[config.mk]
export PLATFORM = sky130hd
export DESIGN_NAME = shirq_top
export DESIGN_NICKNAME = d
export VERILOG_FILES = /design/src/rtl/shirq_pkg.sv /design/src/rtl/shirq_src.sv /design/src/rtl/shirq_resolver.sv /design/src/rtl/shirq_top.sv
export SDC_FILE = /design/constraint.sdc
export NUM_CORES = 1
export LEC_CHECK = 0
export ABC_AREA = 1
export BUFFER_PORTS_ARGS = -buffer_cell sky130_fd_sc_hd__buf_4
export CAP_MARGIN = 10
export CORE_MARGIN = 2
export CORE_UTILIZATION = 55
export CTS_BUF_LIST = sky130_fd_sc_hd__clkbuf_16
export CTS_CLUSTER_SIZE = 8
export DETAILED_ROUTE_END_ITERATION = 7
export PLACE_DENSITY = 0.87
export SLEW_MARGIN = 20
export SYNTH_ARGS = -nofsm -noshare
export SYNTH_HDL_FRONTEND = slang
export SYNTH_SLANG_ARGS = --single-unit
export TNS_END_PERCENT = 100
[constraint.sdc]
create_clock -name clk_i -period 6.1 [get_ports clk_i]
set_input_delay 0.305 -clock clk_i [delete_from_list [all_inputs] [get_ports clk_i]]
set_output_delay 0.305 -clock clk_i [all_outputs]
set_load 0.02 [all_outputs]
[src/rtl/shirq_pkg.sv]
package shirq_pkg;
  localparam int LVL_W  = 2;
  localparam int CODE_W = 3;
  localparam int STAT_W = LVL_W + 2;

  typedef logic [LVL_W-1:0] lvl_t;

  // Larger of two levels
  function automatic lvl_t lvl_max(lvl_t a, lvl_t b);
    return (a > b) ? a : b;
  endfunction

  // Active-low encoding of a level on the request lines
  function automatic logic [CODE_W-1:0] lvl_to_code_n(lvl_t l);
    return ~{{(CODE_W-LVL_W){1'b0}}, l};
  endfunction

  // Status word packing: level, enable, pending
  function automatic logic [STAT_W-1:0] pack_status(lvl_t l, logic en, logic pend);
    return {l, en, pend};
  endfunction
endpackage

[src/rtl/shirq_src.sv]
module shirq_src
  import shirq_pkg::*;
(
  input  logic clk_i,
  input  logic rst_ni,
  input  logic evt_i,
  input  logic clr_i,
  input  logic cfg_we_i,
  input  logic cfg_en_i,
  input  lvl_t cfg_lvl_i,
  output logic pend_o,
  output logic en_o,
  output lvl_t lvl_o,
  output logic rise_o,
  output logic drive_o,
  output lvl_t req_lvl_o
);
  logic evt_q;
  logic pend_q;
  logic en_q;
  lvl_t lvl_q;

  assign rise_o = evt_i & ~evt_q;

  always_ff @(posedge clk_i or negedge rst_ni) begin
    if (!rst_ni) begin
      evt_q  <= 1'b0;
      pend_q <= 1'b0;
      en_q   <= 1'b0;
      lvl_q  <= '0;
    end else begin
      evt_q <= evt_i;
      if (rise_o)     pend_q <= 1'b1;   // set has priority over clear
      else if (clr_i) pend_q <= 1'b0;
      if (cfg_we_i) begin
        en_q  <= cfg_en_i;
        lvl_q <= cfg_lvl_i;
      end
    end
  end

  assign drive_o   = pend_q & en_q & (lvl_q != '0);
  assign req_lvl_o = drive_o ? lvl_q : '0;
  assign pend_o    = pend_q;
  assign en_o      = en_q;
  assign lvl_o     = lvl_q;
endmodule

[src/rtl/shirq_resolver.sv]
module shirq_resolver
  import shirq_pkg::*;
#(
  parameter int N = 4
) (
  input  logic [N*LVL_W-1:0] req_lvl_i,
  output logic [CODE_W-1:0]  irq_n_o
);
  lvl_t acc [N+1];

  assign acc[0] = '0;

  for (genvar i = 0; i < N; i++) begin : g_chain
    assign acc[i+1] = lvl_max(acc[i], req_lvl_i[i*LVL_W +: LVL_W]);
  end

  assign irq_n_o = lvl_to_code_n(acc[N]);
endmodule

[src/rtl/shirq_top.sv]
module shirq_top
  import shirq_pkg::*;
#(
  parameter int N     = 4,
  parameter int IDX_W = (N > 1) ? $clog2(N) : 1
) (
  input  logic              clk_i,
  input  logic              rst_ni,
  input  logic [N-1:0]      evt_i,
  input  logic              cfg_we_i,
  input  logic [IDX_W-1:0]  cfg_idx_i,
  input  logic              cfg_en_i,
  input  logic [1:0]        cfg_lvl_i,
  input  logic              clr_we_i,
  input  logic [N-1:0]      clr_mask_i,
  input  logic [IDX_W-1:0]  rd_idx_i,
  output logic [3:0]        rd_status_o,
  output logic [N-1:0]      src_active_o,
  output logic [2:0]        irq_n_o
);
  logic [N-1:0]       evt_rise;
  logic [N-1:0]       clr_hit;
  logic [N-1:0]       pend_vec;
  logic [N-1:0]       en_vec;
  logic [N*LVL_W-1:0] lvl_vec;
  logic [N*LVL_W-1:0] req_lvl_vec;

  assign clr_hit = clr_we_i ? clr_mask_i : '0;

  for (genvar i = 0; i < N; i++) begin : g_src
    lvl_t lvl_w;
    lvl_t req_w;
    shirq_src u_src (
      .clk_i     (clk_i),
      .rst_ni    (rst_ni),
      .evt_i     (evt_i[i]),
      .clr_i     (clr_hit[i]),
      .cfg_we_i  (cfg_we_i && (cfg_idx_i == IDX_W'(i))),
      .cfg_en_i  (cfg_en_i),
      .cfg_lvl_i (cfg_lvl_i),
      .pend_o    (pend_vec[i]),
      .en_o      (en_vec[i]),
      .lvl_o     (lvl_w),
      .rise_o    (evt_rise[i]),
      .drive_o   (src_active_o[i]),
      .req_lvl_o (req_w)
    );
    assign lvl_vec[i*LVL_W +: LVL_W]     = lvl_w;
    assign req_lvl_vec[i*LVL_W +: LVL_W] = req_w;
  end

  shirq_resolver #(.N(N)) u_res (
    .req_lvl_i (req_lvl_vec),
    .irq_n_o   (irq_n_o)
  );

  always_comb begin
    rd_status_o = '0;
    for (int i = 0; i < N; i++) begin
      if (rd_idx_i == IDX_W'(i))
        rd_status_o = pack_status(lvl_vec[i*LVL_W +: LVL_W], en_vec[i], pend_vec[i]);
    end
  end
endmodule

# Word-level counts from Yosys, hierarchy flattened
# Cells that the tools add are included.
# classes
order_cmp	4
n_eq_ne	6
muxes	21
bitwise	17
n_reduce_logical	14
# op_table
cell	count
4-bit 2-to-1 mux	5
2-bit 2-to-1 mux	8
2-bit nonzero test	8
1-bit bitwise AND	12
2-bit == test (second input constant)	4
1-bit 2-to-1 mux	8
2-bit > comparator	3
2-bit by 1-bit == test with 1-bit output (second input constant)	2
1-bit logical AND	4
2-bit logical NOT	2
1-bit NOT	4
2-bit NOT with 3-bit output	1
1-bit by 2-bit > comparator with 1-bit output (first input constant)	1
# word_totals
ff_bits	20

# Depth between registers and ports, before layout
# depth
ltp_word	12
mapped_depth	17

# Hierarchy
# From an unflattened synthesis, not the netlist that was laid out.
# hier_totals
hier_cells	196
hier_area_um2	1332.5
# by_module_without_submodules
mod	n_inst	cells_per_inst	area_per_inst_um2
shirq_src	4	28	211.5
shirq_resolver	1	44	272.8
shirq_top	1	40	214.0

# Worst setup path before layout
# No wires, ideal clock.
# synth_path
path_kind	reg-to-output
startpoint	register g_src[0].u_src.lvl_q[1]
endpoint	output irq_n_o[0]
t_arrival_ns	2.306
required_time_ns	5.795
setup_slack_ns	3.489
stages_incl_launch_ff	16
path_buffers	0
path_cell_list	dfrtp_1 -> o211a_1 -> nand2_1 -> ha_1 -> inv_1 -> ha_1 -> or2_2 -> nand3_1 -> nand2_1 -> inv_1 -> ha_1 -> inv_1 -> a21oi_1 -> a21oi_1 -> or2_1 -> nand2_1
# synth_between
elab_chain_len	12
# synth_rtl
element	line_no	rtl
start, declared	shirq_src.sv:21	lvl_t lvl_q;
start signal, assigned	shirq_src.sv:37	lvl_q <= cfg_lvl_i;
2-bit nonzero test (*)	shirq_src.sv:42	assign drive_o = pend_q & en_q & (lvl_q != '0);
1-bit bitwise AND (*)	shirq_src.sv:42	
net g_src[0].u_src.drive_o	shirq_src.sv:15	output logic drive_o,
2-bit 2-to-1 mux (*)	shirq_src.sv:43	assign req_lvl_o = drive_o ? lvl_q : '0;
1-bit by 2-bit > comparator with 1-bit output	shirq_pkg.sv:10	return (a > b) ? a : b;
2-bit 2-to-1 mux (*)	shirq_pkg.sv:10	
2-bit > comparator	shirq_pkg.sv:10	
2-bit 2-to-1 mux (*)	shirq_pkg.sv:10	
2-bit > comparator	shirq_pkg.sv:10	
2-bit 2-to-1 mux (*)	shirq_pkg.sv:10	
2-bit > comparator	shirq_pkg.sv:10	
2-bit 2-to-1 mux (*)	shirq_pkg.sv:10	
2-bit NOT with 3-bit output (*)	shirq_pkg.sv:15	return ~{{(CODE_W-LVL_W){1'b0}}, l};
end, declared	shirq_top.sv:19	output logic [2:0] irq_n_o
# Mark *: on every way through the listed nets, which the timed path passes. The rest lies on a longest branch.

# Worst setup path in the final report
# layout_path
startpoint	register g_src[0].u_src.lvl_q[1]
endpoint	output irq_n_o[0]
# layout_between
elab_chain_len	12
# layout_rtl
element	line_no
2-bit nonzero test	shirq_src.sv:42
1-bit bitwise AND	shirq_src.sv:42
2-bit 2-to-1 mux (*)	shirq_src.sv:43
1-bit by 2-bit > comparator with 1-bit output	shirq_pkg.sv:10
2-bit 2-to-1 mux (*)	shirq_pkg.sv:10
2-bit > comparator	shirq_pkg.sv:10
2-bit 2-to-1 mux (*)	shirq_pkg.sv:10
2-bit > comparator	shirq_pkg.sv:10
2-bit 2-to-1 mux (*)	shirq_pkg.sv:10
2-bit > comparator	shirq_pkg.sv:10
2-bit 2-to-1 mux (*)	shirq_pkg.sv:10
2-bit NOT with 3-bit output (*)	shirq_pkg.sv:15
# Every way passes the cells marked *; elsewhere a longest branch is shown, timed or not.

==> results.md <==
- The flow ran to the end, and the final reports show no timing, DRC or antenna violations.
- The final critical-path required period is 3.06 ns.
- Clock latency on the worst-skew pair, taken at its later pin, is 0.25 ns.
- The multi-input combinational cells in the finished layout cover a total of 528 µm².
- After the last flow step, the layout net total stands at 200.
- The first global-routing pass estimated 4.00 mm of wire.
- The placer congestion estimate is 0.856.
- The total buffers and inverters traversed by the critical path is 4.
- The pin count of the biggest net entering global routing is 21.
- The worst setup path is launched from a register.
- The area of the die is 0.00246 mm².
- Yosys mapped a number of flops with a built-in enable equal to 0.
- The critical path is of the reg2out type.
- The number of clock buffers inserted by TritonCTS is 3.
- The min-delay analysis places its worst path in the category in2reg.
- The number of hold violations in the final report was 0.
- The launching point of the worst reg2reg path is g_src[2].u_src.lvl_o[0].
- Summed over all failing endpoints, the final setup total negative slack is 0 ns.
- In the final layout, the share of cells above drive strength 1 is 0.209.
- TritonCTS built the clock tree.
- The initial utilization of the core area, before any placement, comes to 0.584.
- From synthesis to final layout, the design area changed by 25.8%.
- The number of core rows is 16.
- Across the whole layout, storage elements account for 500 µm².
- VDD sags by at most 0.000262 V.
- Dividing the detail-routed wire length by the instance count gives 12.0 µm.
- The number of antenna violations at the first check in global routing is 0.
- The critical path startpoint is g_src[0].u_src.lvl_o[1].
- The final wirelength is 2.39 mm.
- The number of instances resized during post-cts repair is 0.
- The count of mapped cells out of synthesis is 144.
- The flip-flop and latch count after synthesis is 20.
- The clock passes through at most 2 buffers.
- Once detailed placement completed, the half-perimeter wirelength came to 1.91 mm.
- In the synthesized netlist the async set-or-reset flop fraction comes to 1.00.
- The data required time at the worst endpoint is 5.79 ns.
- The placed instances occupy a cell area of 0.00135 mm².
- For this run, design rule violations remaining after detail routing come to 0.
- In this design, the stage delay of the slowest critical-path cell is 0.41 ns.
- Using the TritonRoute via totals, the vias-per-cell ratio works out to 5.24.
- Of the available clock period, the critical path in the final layout requires 0.502.
- Static timing analysis puts the maximum clock frequency at 0.327 GHz.
- The diode insertion count for antenna repair is 0.
- The worst setup slack before clock tree synthesis is 3.29 ns.
- The number of endpoints failing setup at the final stage is 0.
- The kind of end point of the critical path is an output pin.
- The critical path's top delay family is simple AND/OR/NAND/NOR gates.
- Setup repair after global routing left no endpoint under its margin.
- In this run the mean area of a mapped cell was 7.95 µm².
- The count of synthesis-stage warnings from yosys is 0.
- The die is 49.6 µm tall.
- The total overflow left after global routing is 0.
- CTS saw 20 sinks.
- For this design the top-level I/O count stands at 30.
- Traced cell by cell, the critical path runs through o211a_1 -> nand2_1 -> ha_1 -> inv_1 -> ha_1 -> or2_2 -> nand3_1 -> nand2_1 -> inv_1 -> ha_1 -> inv_1 -> a21oi_1 -> a21oi_1 -> or2_1 -> nand2_1 -> buf_4.
- The data arrival at the endpoint of the critical path is 2.76 ns.
- Leaving out filler cells and counting taps, the final layout contains 199.
- The synthesized net count is 171.
- Across the run, the number of max-cap violations was 0.
- The top cell types in the final layout, fill and taps aside, are 42 x sky130_fd_sc_hd__nand2_1, 28 x sky130_fd_sc_hd__buf_4, 21 x sky130_fd_sc_hd__inv_1, 20 x sky130_fd_sc_hd__dfrtp_1, 16 x sky130_fd_sc_hd__o21ai_0.
- The root buffer cell is sky130_fd_sc_hd__clkbuf_16.
- The startpoint of the tightest hold check path is evt_i[3].
- The power density over cell area is 289 mW/mm².
- The worst clock skew is 0.00255 ns.
- The cell count after placement is 194.
- The number of global-route vias before repair was 968.
- The filler cells instantiated in the layout total 174.
- The static leakage is 0.789 nW.
- On the critical path, the stage with the largest delay is an instance of sky130_fd_sc_hd__dfrtp_1.
- The maximum fanout encountered on the critical timing path is 4.
- The count of routing violations after the opening detailed-route iteration is 15.
- The max-slew violation total from the final report was 0.
- The floorplan step defined a core boundary enclosing 0.00196 mm².
- The mapped cell area is 0.00114 mm².
- The H-tree depth reported by CTS is 1.
- Across every metal layer, demand over resource in global routing totals 0.216.
- The number of routed nets with antenna violations is 0.
- The post-CTS clock slew at the launch and capture registers of the worst setup and hold paths is 0.05 ns.
- The finished cells cover 0.00144 mm².
- The most used flip-flop cell after synthesis is sky130_fd_sc_hd__dfrtp_1.
- Final hold analysis gives a worst-case slack of 0.170 ns.
- Setup slack closes at 3.04 ns.
- The via count is 1,043.
- The share of the Yosys chip area taken by registers is 0.437.
- The count of unique library cells instantiated by Yosys is 18.
- The die extent in x is 49.6 µm.
- The first detailed-routing pass took 4 iterations.
- Post-CTS timing repair inserted 0 buffers for setup.
- The most common cell after layout, fill and taps aside is sky130_fd_sc_hd__nand2_1.
- The total of buffers placed on input and output ports is 28.
per-stage QoR:
stage / total power, W / util
2_1_floorplan: 0.000242 / -
3_3_place_gp: 0.000280 / 0.689
3_5_place_dp: 0.000286 / 0.689
4_1_cts: 0.000419 / 0.734
5_1_grt: 0.000441 / 0.734
6_report: 0.000415 / 0.734
flip-flops by register name, summed over array words and instances (netlist names):
| signal | cells |
|---|---|
| g_src.u_src.lvl_o | 8 |
| g_src.u_src.en_o | 4 |
| g_src.u_src.pend_o | 4 |
| g_src.u_src.evt_q | 4 |
logic make-up after synthesis:
kind of cell / Yosys count / synth area share
other: 1 / 0.00328
DFF: 20 / 0.437
adders and majority gates: 8 / 0.0874
and+or+nand+nor: 67 / 0.256
buffers and inverters: 26 / 0.102
AOI/OAI and AO/OA: 22 / 0.115
metal layers:
metal / part of all wire / wire length, µm / track usage / vias up
met2: 0.50 / 1200 / 0.398 / 42
met3: 0.058 / 138 / 0.0212 / 8
met1: 0.41 / 969 / 0.239 / 475
li1: - / - / - / 518
met5: 0 / 0 / 0 / -
met4: 0.031 / 75 / 0.125 / 0
power breakdown:
part / internal (W) / switching (W)
Sequential: 0.000150 / 0.0000181
Combinational: 0.0000521 / 0.0000645
Clock: 0.0000871 / 0.0000436
Total: 0.000289 / 0.000126
cell usage after synthesis (2+ instances only):
cell type,number,area (µm²)
sky130_fd_sc_hd__nand4_1,3,18.8
sky130_fd_sc_hd__nor2_2,2,12.5
sky130_fd_sc_hd__nand3_1,14,70.1
sky130_fd_sc_hd__a21oi_1,2,10.0
sky130_fd_sc_hd__o21ai_0,16,80.1
sky130_fd_sc_hd__nor2_1,3,11.3
sky130_fd_sc_hd__nand2_1,42,158
sky130_fd_sc_hd__o211a_1,2,20.0
sky130_fd_sc_hd__dfrtp_1,20,500
sky130_fd_sc_hd__buf_4,5,37.5
sky130_fd_sc_hd__ha_1,8,100
sky130_fd_sc_hd__inv_1,21,78.8
worst paths after layout:
| kind | end | slack [ns] | cells after the start |
|---|---|---|---|
| setup / recovery | irq_n_o[0] | 3.04 | 16 |
| min in group asynchronous | g_src[1].u_src.pend_o | 0.49 | 2 |
| max in group asynchronous | g_src[0].u_src.en_o | 5.41 | 2 |
| hold reg to reg | g_src[0].u_src.pend_o | 0.42 | 1 |
| setup reg to reg | g_src[2].u_src.lvl_o[0] | 5.38 | 2 |
| hold / removal | g_src[3].u_src.evt_q | 0.17 | 1 |
repair_timing:
| item | 4_1_cts | 5_1_grt |
|---|---|---|
| hold buffers | 1 | 0 |
| setup endpoints to repair | 0 | 0 |
| hold endpoints to repair | 20 | 0 |
layout make-up:
type | instances | area share
Sequential cell | 20 | 0.348
Multi-Input combinational cell | 98 | 0.367
Clock inverter | 1 | 0.00261
Tap cell | 27 | 0.0235
Inverter | 21 | 0.0547
Timing Repair Buffer | 29 | 0.153
Clock buffer | 3 | 0.0521
Note: power is estimated with default switching activity, not from simulation.
